<file path="src/rtl/sar_sequencer.sv">
module sar_sequencer #(
  parameter int CODE_W = 12,
  parameter int DIV_W  = 8
) (
  input  logic              clk,
  input  logic              rst_n,
  input  logic              samp_bit,
  input  logic              res_hi,
  input  logic              rc_src,
  input  logic [DIV_W-1:0]  tad_div,
  input  logic              cmp_hi,
  input  logic              flag_clr,
  output logic              sh_en,
  output logic [CODE_W-1:0] dac_code,
  output logic [CODE_W-1:0] result,
  output logic              busy,
  output logic              done_flag
);
  localparam int LO_W  = CODE_W - 2;
  localparam int STP_W = $clog2(CODE_W + 3);

  typedef enum logic [2:0] {S_IDLE, S_SYNC, S_SAMP, S_RCW, S_CONV} st_t;
  st_t st;

  logic [DIV_W-1:0]  cnt;
  logic [STP_W-1:0]  stp, nbits, last, bi;
  logic [CODE_W-1:0] sar;
  logic              samp_q, hi_q, run, tick;

  assign run      = (st == S_SYNC) || (st == S_SAMP) || (st == S_CONV);
  assign tick     = run && (cnt == tad_div);
  assign nbits    = hi_q ? STP_W'(CODE_W) : STP_W'(LO_W);
  assign last     = nbits + STP_W'(1);
  assign bi       = nbits - STP_W'(1) - stp;
  assign sh_en    = (st == S_SAMP);
  assign busy     = (st == S_RCW) || (st == S_CONV);
  assign dac_code = hi_q ? sar : {sar[LO_W-1:0], 2'b00};

  always_ff @(posedge clk) begin
    if (!rst_n) begin
      st        <= S_IDLE;
      cnt       <= '0;
      stp       <= '0;
      sar       <= '0;
      samp_q    <= 1'b0;
      hi_q      <= 1'b0;
      result    <= '0;
      done_flag <= 1'b0;
    end else begin
      samp_q <= samp_bit;
      cnt    <= (!run || tick) ? '0 : cnt + DIV_W'(1);
      if (flag_clr) done_flag <= 1'b0;
      case (st)
        S_IDLE:
          if (samp_bit && !samp_q) begin
            st  <= S_SYNC;
            stp <= '0;
          end
        S_SYNC:
          if (!samp_bit) st <= S_IDLE;
          else if (tick) begin
            if (stp == STP_W'(1)) begin
              st  <= S_SAMP;
              stp <= '0;
            end else stp <= stp + STP_W'(1);
          end
        S_SAMP:
          if (!samp_bit && (stp != '0 || tick)) begin
            st   <= rc_src ? S_RCW : S_CONV;
            cnt  <= '0;
            stp  <= '0;
            hi_q <= res_hi;
            sar  <= res_hi ? {1'b1, {(CODE_W-1){1'b0}}} : CODE_W'(1) << (LO_W - 1);
          end else if (tick) stp <= STP_W'(1);
        S_RCW: st <= S_CONV;
        S_CONV:
          if (tick) begin
            if (stp < nbits) begin
              sar[bi] <= cmp_hi;
              if (bi != '0) sar[bi - STP_W'(1)] <= 1'b1;
            end
            if (stp == last) begin
              result    <= sar;
              done_flag <= 1'b1;
              st        <= S_IDLE;
            end
            stp <= stp + STP_W'(1);
          end
        default: st <= S_IDLE;
      endcase
    end
  end

  p_swap_r3: assert property (@(posedge clk) disable iff (!rst_n)
    $fell(sh_en) |-> busy);
  p_first_trial_r6: assert property (@(posedge clk) disable iff (!rst_n)
    $rose(busy) |-> dac_code == {1'b1, {(CODE_W-1){1'b0}}});
  p_hold_old_r8: assert property (@(posedge clk) disable iff (!rst_n)
    busy && $past(busy) |-> $stable(result));
  p_flag_at_end_r8: assert property (@(posedge clk) disable iff (!rst_n)
    $fell(busy) |-> done_flag);
  p_no_restart_r11: assert property (@(posedge clk) disable iff (!rst_n)
    busy |=> !sh_en);
  p_sticky_r12: assert property (@(posedge clk) disable iff (!rst_n)
    done_flag && !flag_clr |=> done_flag);
endmodule

</file>
<file path="config.mk">
export PLATFORM = sky130hd
export DESIGN_NAME = sar_sequencer
export DESIGN_NICKNAME = d
export VERILOG_FILES = /design/src/rtl/sar_sequencer.sv
export SDC_FILE = /design/constraint.sdc
export NUM_CORES = 1
export LEC_CHECK = 0
export BUFFER_PORTS_ARGS = -buffer_cell sky130_fd_sc_hd__buf_2
export CELL_PAD_IN_SITES_DETAIL_PLACEMENT = 1
export CELL_PAD_IN_SITES_GLOBAL_PLACEMENT = 1
export CORE_MARGIN = 3
export CORE_UTILIZATION = 41
export DETAILED_ROUTE_END_ITERATION = 7
export PLACE_DENSITY_LB_ADDON = 0.1
export SLEW_MARGIN = 10
export SYNTH_ARGS = -nofsm -noshare
export SYNTH_HDL_FRONTEND = slang
export SYNTH_SLANG_ARGS = --single-unit
</file>
<file path="constraint.sdc">
create_clock -name clk -period 3.6 [get_ports clk]
set_input_delay 0.36 -clock clk [delete_from_list [all_inputs] [get_ports clk]]
set_output_delay 0.36 -clock clk [all_outputs]
set_load 0.05 [all_outputs]
</file>
; After elaboration in Yosys (flattened, before gate mapping)
; Cells that the tools add are included.
[word_totals]
reg_bits = 42
wordCells = 97
output_inout_bits = 27
inputBits = 15
[op_classes]
n_reduce_logical = 23
n_eq_ne = 17
magnitude_cmp = 5
addsub = 6
mux = 37
bitwise_logic = 1
[ops]
columns = op, count
row1 = $mux W12, 6
row2 = $mux W4, 7
row3 = $mux W3, 9
row4 = $mux W8, 3
row5 = $pmux W12 S2, 1
row6 = $pmux W4 S4, 1
row7 = $pmux W3 S5, 1
row8 = $bwmux W12, 1
row9 = $or A12 B12 Y12, 1
row10 = $reduce_and A6 Y1, 2
row11 = $reduce_bool A4 Y1, 3
row12 = $lt A4 B5 Y1 const B, 2
row13 = $add A4 B1 Y4 const B, 2
row14 = $add A8 B1 Y8 const B, 1
row15 = $demux W1 S4, 2
row16 = $eq A8 B8 Y1, 1
row17 = $ge A4 B1 Y1 const B, 2
row18 = $ne A2 B2 Y1 const B, 4
row19 = $sub A4 B1 Y4 const B, 2
row20 = $eq A3 B2 Y1 const B, 2
row21 = $mux W1, 6
row22 = $ne A2 B1 Y1 const B, 3
row23 = $logic_and A1 B1 Y1, 5
row24 = $logic_or A1 B1 Y1, 5
row25 = other kinds (15), 17

; Longest topological paths before layout
; Gate-level depths: netlist (run 1).
[logic_depth]
ltp_word = 13
ltp_mapped = 11
ltp_nobuf = 10

; Worst setup path after synthesis (run 1)
; No wires, ideal clock.
[synth_path]
path_type = reg-to-reg
from = register hi_q
to = register sar[9]
arrival_time_ps = 2615
period_less_slack_ps = 2731
stages_incl_launch_ff = 12
slack_ps = 869
path_buffers = 1
t_required_ps = 3484
cell_sequence = dfxtp_1 -> clkbuf_1 -> inv_1 -> ha_1 -> inv_1 -> fa_1 -> xnor2_1 -> nand2_1 -> o31a_1 -> o311ai_0 -> nor2_1 -> a31o_2
[synth_between]
elab_chain_len = 13
[synth_lines]
columns = element, line
row1 = "start, declared", 28  ; logic samp_q, hi_q, run, tick;
row2 = "start signal, assigned", 72  ; hi_q <= res_hi;
row3 = $mux W3 *, 32  ; assign nbits = hi_q ? STP_W'(CODE_W) : STP_W'(LO_W);
row4 = $sub A4 B1 Y4, 34  ; assign bi = nbits - STP_W'(1) - stp;
row5 = $sub A4 B4 Y4, 34
row6 = "$sub A4 B1 Y4, or another cell as far along", 80  ; if (bi != '0) sar[bi - STP_W'(1)] <= 1'b1;
row7 = "$lt A4 B5 Y1 (not written as such), or another cell as far along", 80
row8 = $logic_and A1 B1 Y1 (not written as such) / $mux W1 (equally long branches), "80, 79"
row9 = $mux W1 (not written as such) / $demux W1 S4 (equally long branches), "80, 79"
row10 = $demux W1 S4 / $bwmux W12 (equally long branches), "80, 79"
row11 = $or A12 B12 Y12 (no source line), n/a
row12 = $mux W12, 80
row13 = $mux W12, 78  ; if (stp < nbits) begin
row14 = $mux W12, 77  ; if (tick) begin
row15 = $pmux W12 S2, 53  ; case (st)
row16 = "end signal, assigned", 73  ; sar <= res_hi ? {1'b1, {(CODE_W-1){1'b0}}} : CODE_W'(1) << (LO_W - 1);
row17 = "end signal, assigned by index", 79  ; sar[bi] <= cmp_hi;
row18 = "end, declared", 27  ; logic [CODE_W-1:0] sar;
; Every way passes the cells marked *; elsewhere a longest branch is shown, timed or not. The select of a mux whose other input is x is not followed.
; A chain may end at the register's enable or synchronous reset.

; Worst setup path after layout (run 1)
; Ends and elaborated chain as after synthesis.

==> impl_metrics.py, run 1 <==
metrics = {
    "run_status": {
        "status": "complete, no violations",
    },
    "synthesis": {
        "synth_area_leaders": "dfxtp_1 34%, nand2_1 6.8%, mux2_2 4.5%, a21boi_0 4.2%, xor2_1 4.2%",
        "yosys.area.top_type_share_pct": 33.9,
        "synth_area_per_cell_um2": 8.20,
        "ys_seq_area_share_pct": 33.9,
        "synth.most_common_cell": "nand2_1",
        "syn_nets": 325,
        "netlist_instances": 302,
        "yosys.area.top_type": "dfxtp_1",
        "yosysWarnings": 0,
        "yosys-top-cells-count": "45 x nand2_1, 42 x dfxtp_1, 22 x nor2_1, 16 x o21ai_0, 15 x a21oi_1",
        "synth-async-reset-ratio_pct": 0,
        "yosysUniqueCellTypes": 49,
        "synth-seq-cells": 42,
        "syn_area_um2": 2480,
        "synthFlopType": "dfxtp_1",
        "synth_edf_count": 0,
    },
    "clock_network": {
        "htree_levels": 2,
        "cts.clk_slew.worst_paths_ns": 0.08,
        "cts_setup_buffers": 0,
        "root_buffer": "clkbuf_8",
        "cts_tree": "yes",
        "cts_sinks": 42,
        "cts_max_path_buffers": 2,
        "cts_resized": 0,
        "clk-insertion-delay-late_ns": 0.30,
        "cts_made_buffers": 5,
        "cts_hold_buffers": 0,
    },
    "sta": {
        "max_freq_ghz": 0.338,
        "min_period_ns": 2.96,
        "tns_ns": 0,
        "worstMarginPinSlew_ns": 0.688,
        "fin_crit_sh_pct": 82.2,
        "fin_worst_skew_ns": 0.0110,
        "finalHoldViolCount": 0,
        "setup_viol": 0,
        "rsz0062_at_grt": "no",
        "slew_headroom_pct": 53.9,
        "drv_slew": 0,
    },
    "placed_design": {
        "hpwl_um": 4740,
        "globalplace.congestion": 0.803,
        "io_buffers": 41,
        "dp_cells": 399,
    },
    "cells_and_area": {
        "multi_input_area_um2": 1530,
        "antenna_cells": 0,
        "final-instance-count-excl-fill": 407,
        "drive_above_1_share_pct": 21.2,
        "areaGrowthSynthToFinish_pct": 13.9,
        "fill_cells": 717,
        "final_nets": 357,
        "regArea_um2": 841,
    },
    "pwr": {
        "leakage_nw": 1.17,
        "p_int_uw": 799,
        "p_sw_uw": 399,
        "clkPwrFrac_pct": 31.3,
        "power_mw": 1.20,
        "pwr-share-comb_pct": 24.7,
        "swShare_pct": 33.3,
        "p_per_area_nw_per_um2": 425,
        "p_seq_share_pct": 44.0,
        "peakVddDrop_v": 0.000174,
    },
    "floorplanning": {
        "io-pin-count": 42,
        "rows": 27,
        "fp.coreArea_um2": 5680,
        "die_height_um": 83.7,
        "dieArea_um2": 7010,
        "die_w_um": 83.7,
        "initial_core_util_pct": 43.7,
    },
    "setup_path": {
        "path_class": "flip-flop to flip-flop",
        "critical_path.max_stage_delay_ns": 0.53,
        "cp_cell_sequence": "buf_4, inv_1, ha_1, inv_1, fa_1, xnor2_1, nand2_1, o31a_1, o311ai_0, nor2_1, a31o_2",
        "crit_path_start_kind": "flip-flop",
        "r2r_end": "sar[9]",
        "path_buf_inv": 3,
        "path_delay_family": "compound AO/OA/AOI/OAI gates",
        "crit_top_cell": "inv_1",
        "reg2reg_depth": 11,
        "r2r_slack_ns": 0.64,
        "startpoint": "hi_q",
        "reg2reg_from": "hi_q",
        "arrival_ns": 3.15,
        "cp_slowest_cell": "xnor2_1",
        "worst_ep_required_time_ns": 3.79,
        "crit_fanout": 15,
        "setup.worst_path.end_class": "flip-flop",
    },
    "grt": {
        "grt_max_degree": 42,
        "grt_pass1_wl_um": 11400,
        "antenna_found_initial": 0,
        "grt_pass1_vias": 2250,
        "grt_util_all_layers_pct": 19.5,
        "gr-total-overflow": 0,
    },
    "route": {
        "drt_iter0_drc": 72,
        "ant_nets": 0,
        "firstDrtPassIters": 4,
        "wl_per_cell_um": 16.1,
        "routed_via_density": 5.57,
        "vias": 2269,
        "remaining_drc_errors": 0,
        "drt_wl_total_um": 6560,
    },
    "worst_hold_path": {
        "holdCritPathClass": "input pin to flip-flop",
        "holdPathStages": 3,
        "min_to": "done_flag",
        "hp-start": "flag_clr",
    },
    "job": {
        "drv_cap": 0,
    },
}
[power groups by stage]
| stage | clock network (mW) | registers [mW] | logic, mW |
|---|---|---|---|
| global route | 0.408 | 0.533 | 0.333 |
| global placement | 0 | 0.536 | 0.289 |
| floorplan | 0 | 0.506 | 0.252 |
| CTS | 0.386 | 0.527 | 0.296 |
| detailed placement | 0 | 0.537 | 0.293 |
| finish | 0.376 | 0.527 | 0.296 |
[area by class of cell]
type | count | area share, %
multi-input combinational | 234 | 54.4
clock buffer | 6 | 2.57
tap | 72 | 3.19
sequential | 42 | 29.8
inverter | 9 | 1.20
timing repair buffer | 42 | 7.54
clock inverter | 2 | 1.33
[per-stage QoR]
stage	utilization, %	worst slack, ns	hold WS, ns	area, um^2
global placement	47.8	0.841	0.448	2710
finish	49.7	0.642	0.378	2820
CTS	49.7	0.671	0.368	2820
detailed placement	47.8	0.713	0.456	2710
global route	49.7	0.395	0.391	2820
floorplan	-	0.869	0.451	2480
[worst min-delay path: cells and delay by family]
family / cells / cell delay (ns)
AO/OA/AOI/OAI: 1 / 0.15
buffers and inverters: 1 / 0.07
AND/OR/NAND/NOR: 1 / 0.03
[metal layers]
layer / global-route usage [%] / vias to the layer above / part of all wire, %
li1: - / 1127 / -
met1: 28.0 / 1092 / 51
met2: 30.2 / 43 / 44
met3: 3.36 / 7 / 3.4
met4: 4.39 / 0 / 1.2
met5: 0 / - / 0
[placed cells by master (no fill, tap or decap), types with 11 or more instances in the layout]
| cell | instances |
|---|---|
| dfxtp_1 | 42 |
| xor2_1 | 12 |
| nand2_1 | 45 |
| a21oi_1 | 15 |
| o21ai_0 | 16 |
| nor2_1 | 22 |
| nand3_1 | 11 |
| a21boi_0 | 14 |
| buf_2 | 41 |
[cell families after synthesis]
group / after synthesis / synth area share [%]
adder cells (fa/ha/maj): 8 / 4.34
AND/OR/NAND/NOR: 120 / 24.9
AO/OA/AOI/OAI: 76 / 20.8
multiplexers: 14 / 6.16
XOR/XNOR: 16 / 5.66
buffers and inverters: 26 / 4.14
flip-flops: 42 / 33.9
[how the worst max path moves through the flow]
stage,slack [ns],end,cells past startpoint
after floorplan,0.87,sar[9],11
after global placement,0.84,sar[9],11
after detailed placement,0.71,sar[9],11
after CTS,0.67,sar[9],11
after global routing,0.40,sar[9],11
final,0.64,sar[9],11
[state kept, by name (all words and copies together), names as in the netlist]
| signal | flops |
|---|---|
| hi_q | 1 |
| st | 3 |
| done_flag | 1 |
| sar | 12 |
| stp | 4 |
| cnt | 8 |
| samp_q | 1 |
| result | 12 |
Power figures use the tool's default switching activity.
==> run 2: changes to the inputs <==
==> constraint.sdc (replaced) <==
create_clock -name clk -period 2.92 [get_ports clk]
set_input_delay 0.292 -clock clk [delete_from_list [all_inputs] [get_ports clk]]
set_output_delay 0.292 -clock clk [all_outputs]
set_load 0.05 [all_outputs]
==> run 2 against run 1 <==
Largest cell class unchanged. Clock power up 5%. Highest routed layer unchanged. Critical endpoint unchanged. Sequential cell count unchanged. Via count up 0.48%. First-iteration DRC count up 39%. Largest power group unchanged. Final area up 0.66%.
==> impl_metrics.py, run 2 (synthesis gave the netlist of run 1 again) <==
metrics = {
    "run_status": {
        "status": "complete, no violations",
    },
    "pwr": {
        "p_per_area_nw_per_um2": 503,
        "clkPwrFrac_pct": 27.6,
        "peakVddDrop_v": 0.000230,
        "p_int_uw": 932,
        "swShare_pct": 34.8,
        "p_sw_uw": 498,
        "p_seq_share_pct": 44.0,
        "pwr-share-comb_pct": 28.3,
        "leakage_nw": 1.19,
    },
    "floorplanning": {
        "rows": 27,
        "initial_core_util_pct": 43.7,
        "die_w_um": 83.7,
        "dieArea_um2": 7010,
        "io-pin-count": 42,
        "die_height_um": 83.7,
        "fp.coreArea_um2": 5680,
    },
    "sta": {
        "timing.hold.ws_ns": 0.301,
        "worstMarginPinSlew_ns": 0.506,
        "setup_viol": 0,
        "slew_headroom_pct": 66.2,
        "fin_worst_skew_ns": 0.00844,
        "max_freq_ghz": 0.392,
        "fin_crit_sh_pct": 87.3,
        "min_period_ns": 2.55,
        "tns_ns": 0,
        "drv_slew": 0,
        "finalHoldViolCount": 0,
        "rsz0062_at_grt": "no",
    },
    "setup_path": {
        "path_buf_inv": 2,
        "r2r_end": "sar[9]",
        "crit_end": "sar[9]",
        "crit_fanout": 12,
        "path_class": "flip-flop to flip-flop",
        "path_delay_family": "adder cells",
        "cp_cell_sequence": "inv_1, ha_1, inv_1, fa_1, nand2_1, o31a_1, o311ai_0, nor2_1, a31o_2",
        "cp_slowest_cell": "fa_1",
        "crit_path_start_kind": "flip-flop",
        "r2r_slack_ns": 0.37,
        "setup.worst_path.end_class": "flip-flop",
        "arrival_ns": 2.75,
        "worst_ep_required_time_ns": 3.12,
        "crit_top_cell": "inv_1",
        "cp.depth": 9,
        "startpoint": "stp[1]",
        "reg2reg_from": "stp[1]",
        "critical_path.max_stage_delay_ns": 0.74,
        "reg2reg_depth": 9,
    },
    "cells_and_area": {
        "drive_above_1_share_pct": 22.4,
        "final_common_cell": "nand2_1",
        "antenna_cells": 0,
        "layout_common_cells": "45 x nand2_1, 42 x dfxtp_1, 41 x buf_2, 22 x nor2_1, 16 x o21ai_0",
        "top_regs": "result (12), sar (12), cnt (8)",
        "final_nets": 362,
        "fill_cells": 715,
        "areaGrowthSynthToFinish_pct": 14.6,
    },
    "worst_hold_path": {
        "hp-start": "flag_clr",
        "holdCritPathClass": "input pin to flip-flop",
    },
    "grt": {
        "top_usage_layer": "met2",
        "grt_util_all_layers_pct": 19.7,
        "grt_use_met3_pct": 3.26,
        "gr-total-overflow": 0,
        "grt_max_degree": 25,
        "met1_usage_pct": 27.3,
        "met2_usage_pct": 31.7,
        "grt_pass1_wl_um": 11300,
        "antenna_found_initial": 0,
        "grt_pass1_vias": 2230,
    },
    "clock_network": {
        "htree_levels": 2,
        "cts_tree": "yes",
        "cts_resized": 0,
        "cts.clk_slew.worst_paths_ns": 0.08,
        "root_buffer": "clkbuf_8",
        "cts_max_path_buffers": 2,
        "clk-insertion-delay-late_ns": 0.30,
        "cts_made_buffers": 5,
        "cts_setup_buffers": 0,
        "cts_sinks": 42,
        "cts_hold_buffers": 0,
    },
    "job": {
        "drv_cap": 0,
    },
    "route": {
        "firstDrtPassIters": 4,
        "vias": 2280,
        "remaining_drc_errors": 0,
        "routed_via_density": 5.53,
        "ant_nets": 0,
        "drt_wl_total_um": 6840,
        "drt_iter0_drc": 100,
        "wl_per_cell_um": 16.6,
    },
    "placed_design": {
        "hpwl_um": 5110,
        "io_buffers": 41,
        "globalplace.congestion": 0.852,
    },
}
==> run 2: layout make-up <==
class	instances	area, um^2	area share [%]
multi-input cells	234	1530	54.0
well taps	72	90.1	3.17
inverters	9	33.8	1.19
flip-flops and latches	42	841	29.6
repair buffers	47	250	8.81
clock buffers	7	86.3	3.04
clock inverters	1	5.00	0.176
==> run 2: per-stage QoR <==
stage	util (%)	power, mW	setup WS (ns)	std cells	instance area (um^2)
floorplan	-	0.934	0.189	302	2480
global placement	48.4	1.03	0.506	404	2750
detailed placement	48.4	1.04	0.402	404	2750
CTS	50.0	1.44	0.369	412	2840
global route	50.0	1.52	0.212	412	2840
finish	50.0	1.43	0.371	412	2840
==> run 2: power by group through the flow <==
| stage | clock network (mW) | logic, mW | registers [mW] |
|---|---|---|---|
| final | 0.395 | 0.405 | 0.630 |
| after global routing | 0.435 | 0.450 | 0.634 |
| after CTS | 0.410 | 0.404 | 0.629 |
| after detailed placement | 0 | 0.402 | 0.643 |
| after global placement | 0 | 0.392 | 0.642 |
| after floorplan | 0 | 0.311 | 0.623 |
==> run 2: worst min-delay path by stage <==
stage                 to  cells past startpoint
2_1_floorplan     cnt[0]                      1
3_3_place_gp   result[9]                      2
3_5_place_dp   result[5]                      2
4_1_cts        done_flag                      3
5_1_grt        done_flag                      3
6_report       done_flag                      3
==> run 2: layer usage <==
| layer | share of wire (%) | wire (um) | up-vias |
|---|---|---|---|
| met4 | 0.96 | 66 | 0 |
| li1 | - | - | 1137 |
| met5 | 0 | 0 | - |
| met3 | 3.5 | 239 | 6 |
| met2 | 46 | 3140 | 38 |
| met1 | 50 | 3390 | 1099 |
==> run 2: worst register-to-register path, delay by kind of cell, from the launching register on <==
family / cells / cell delay, ns
and+or+nand+nor: 2 / 0.25
AOI/OAI and AO/OA: 3 / 0.76
adders and majority gates: 2 / 0.93
buffers and inverters: 2 / 0.18
DFF: 1 / 0.34
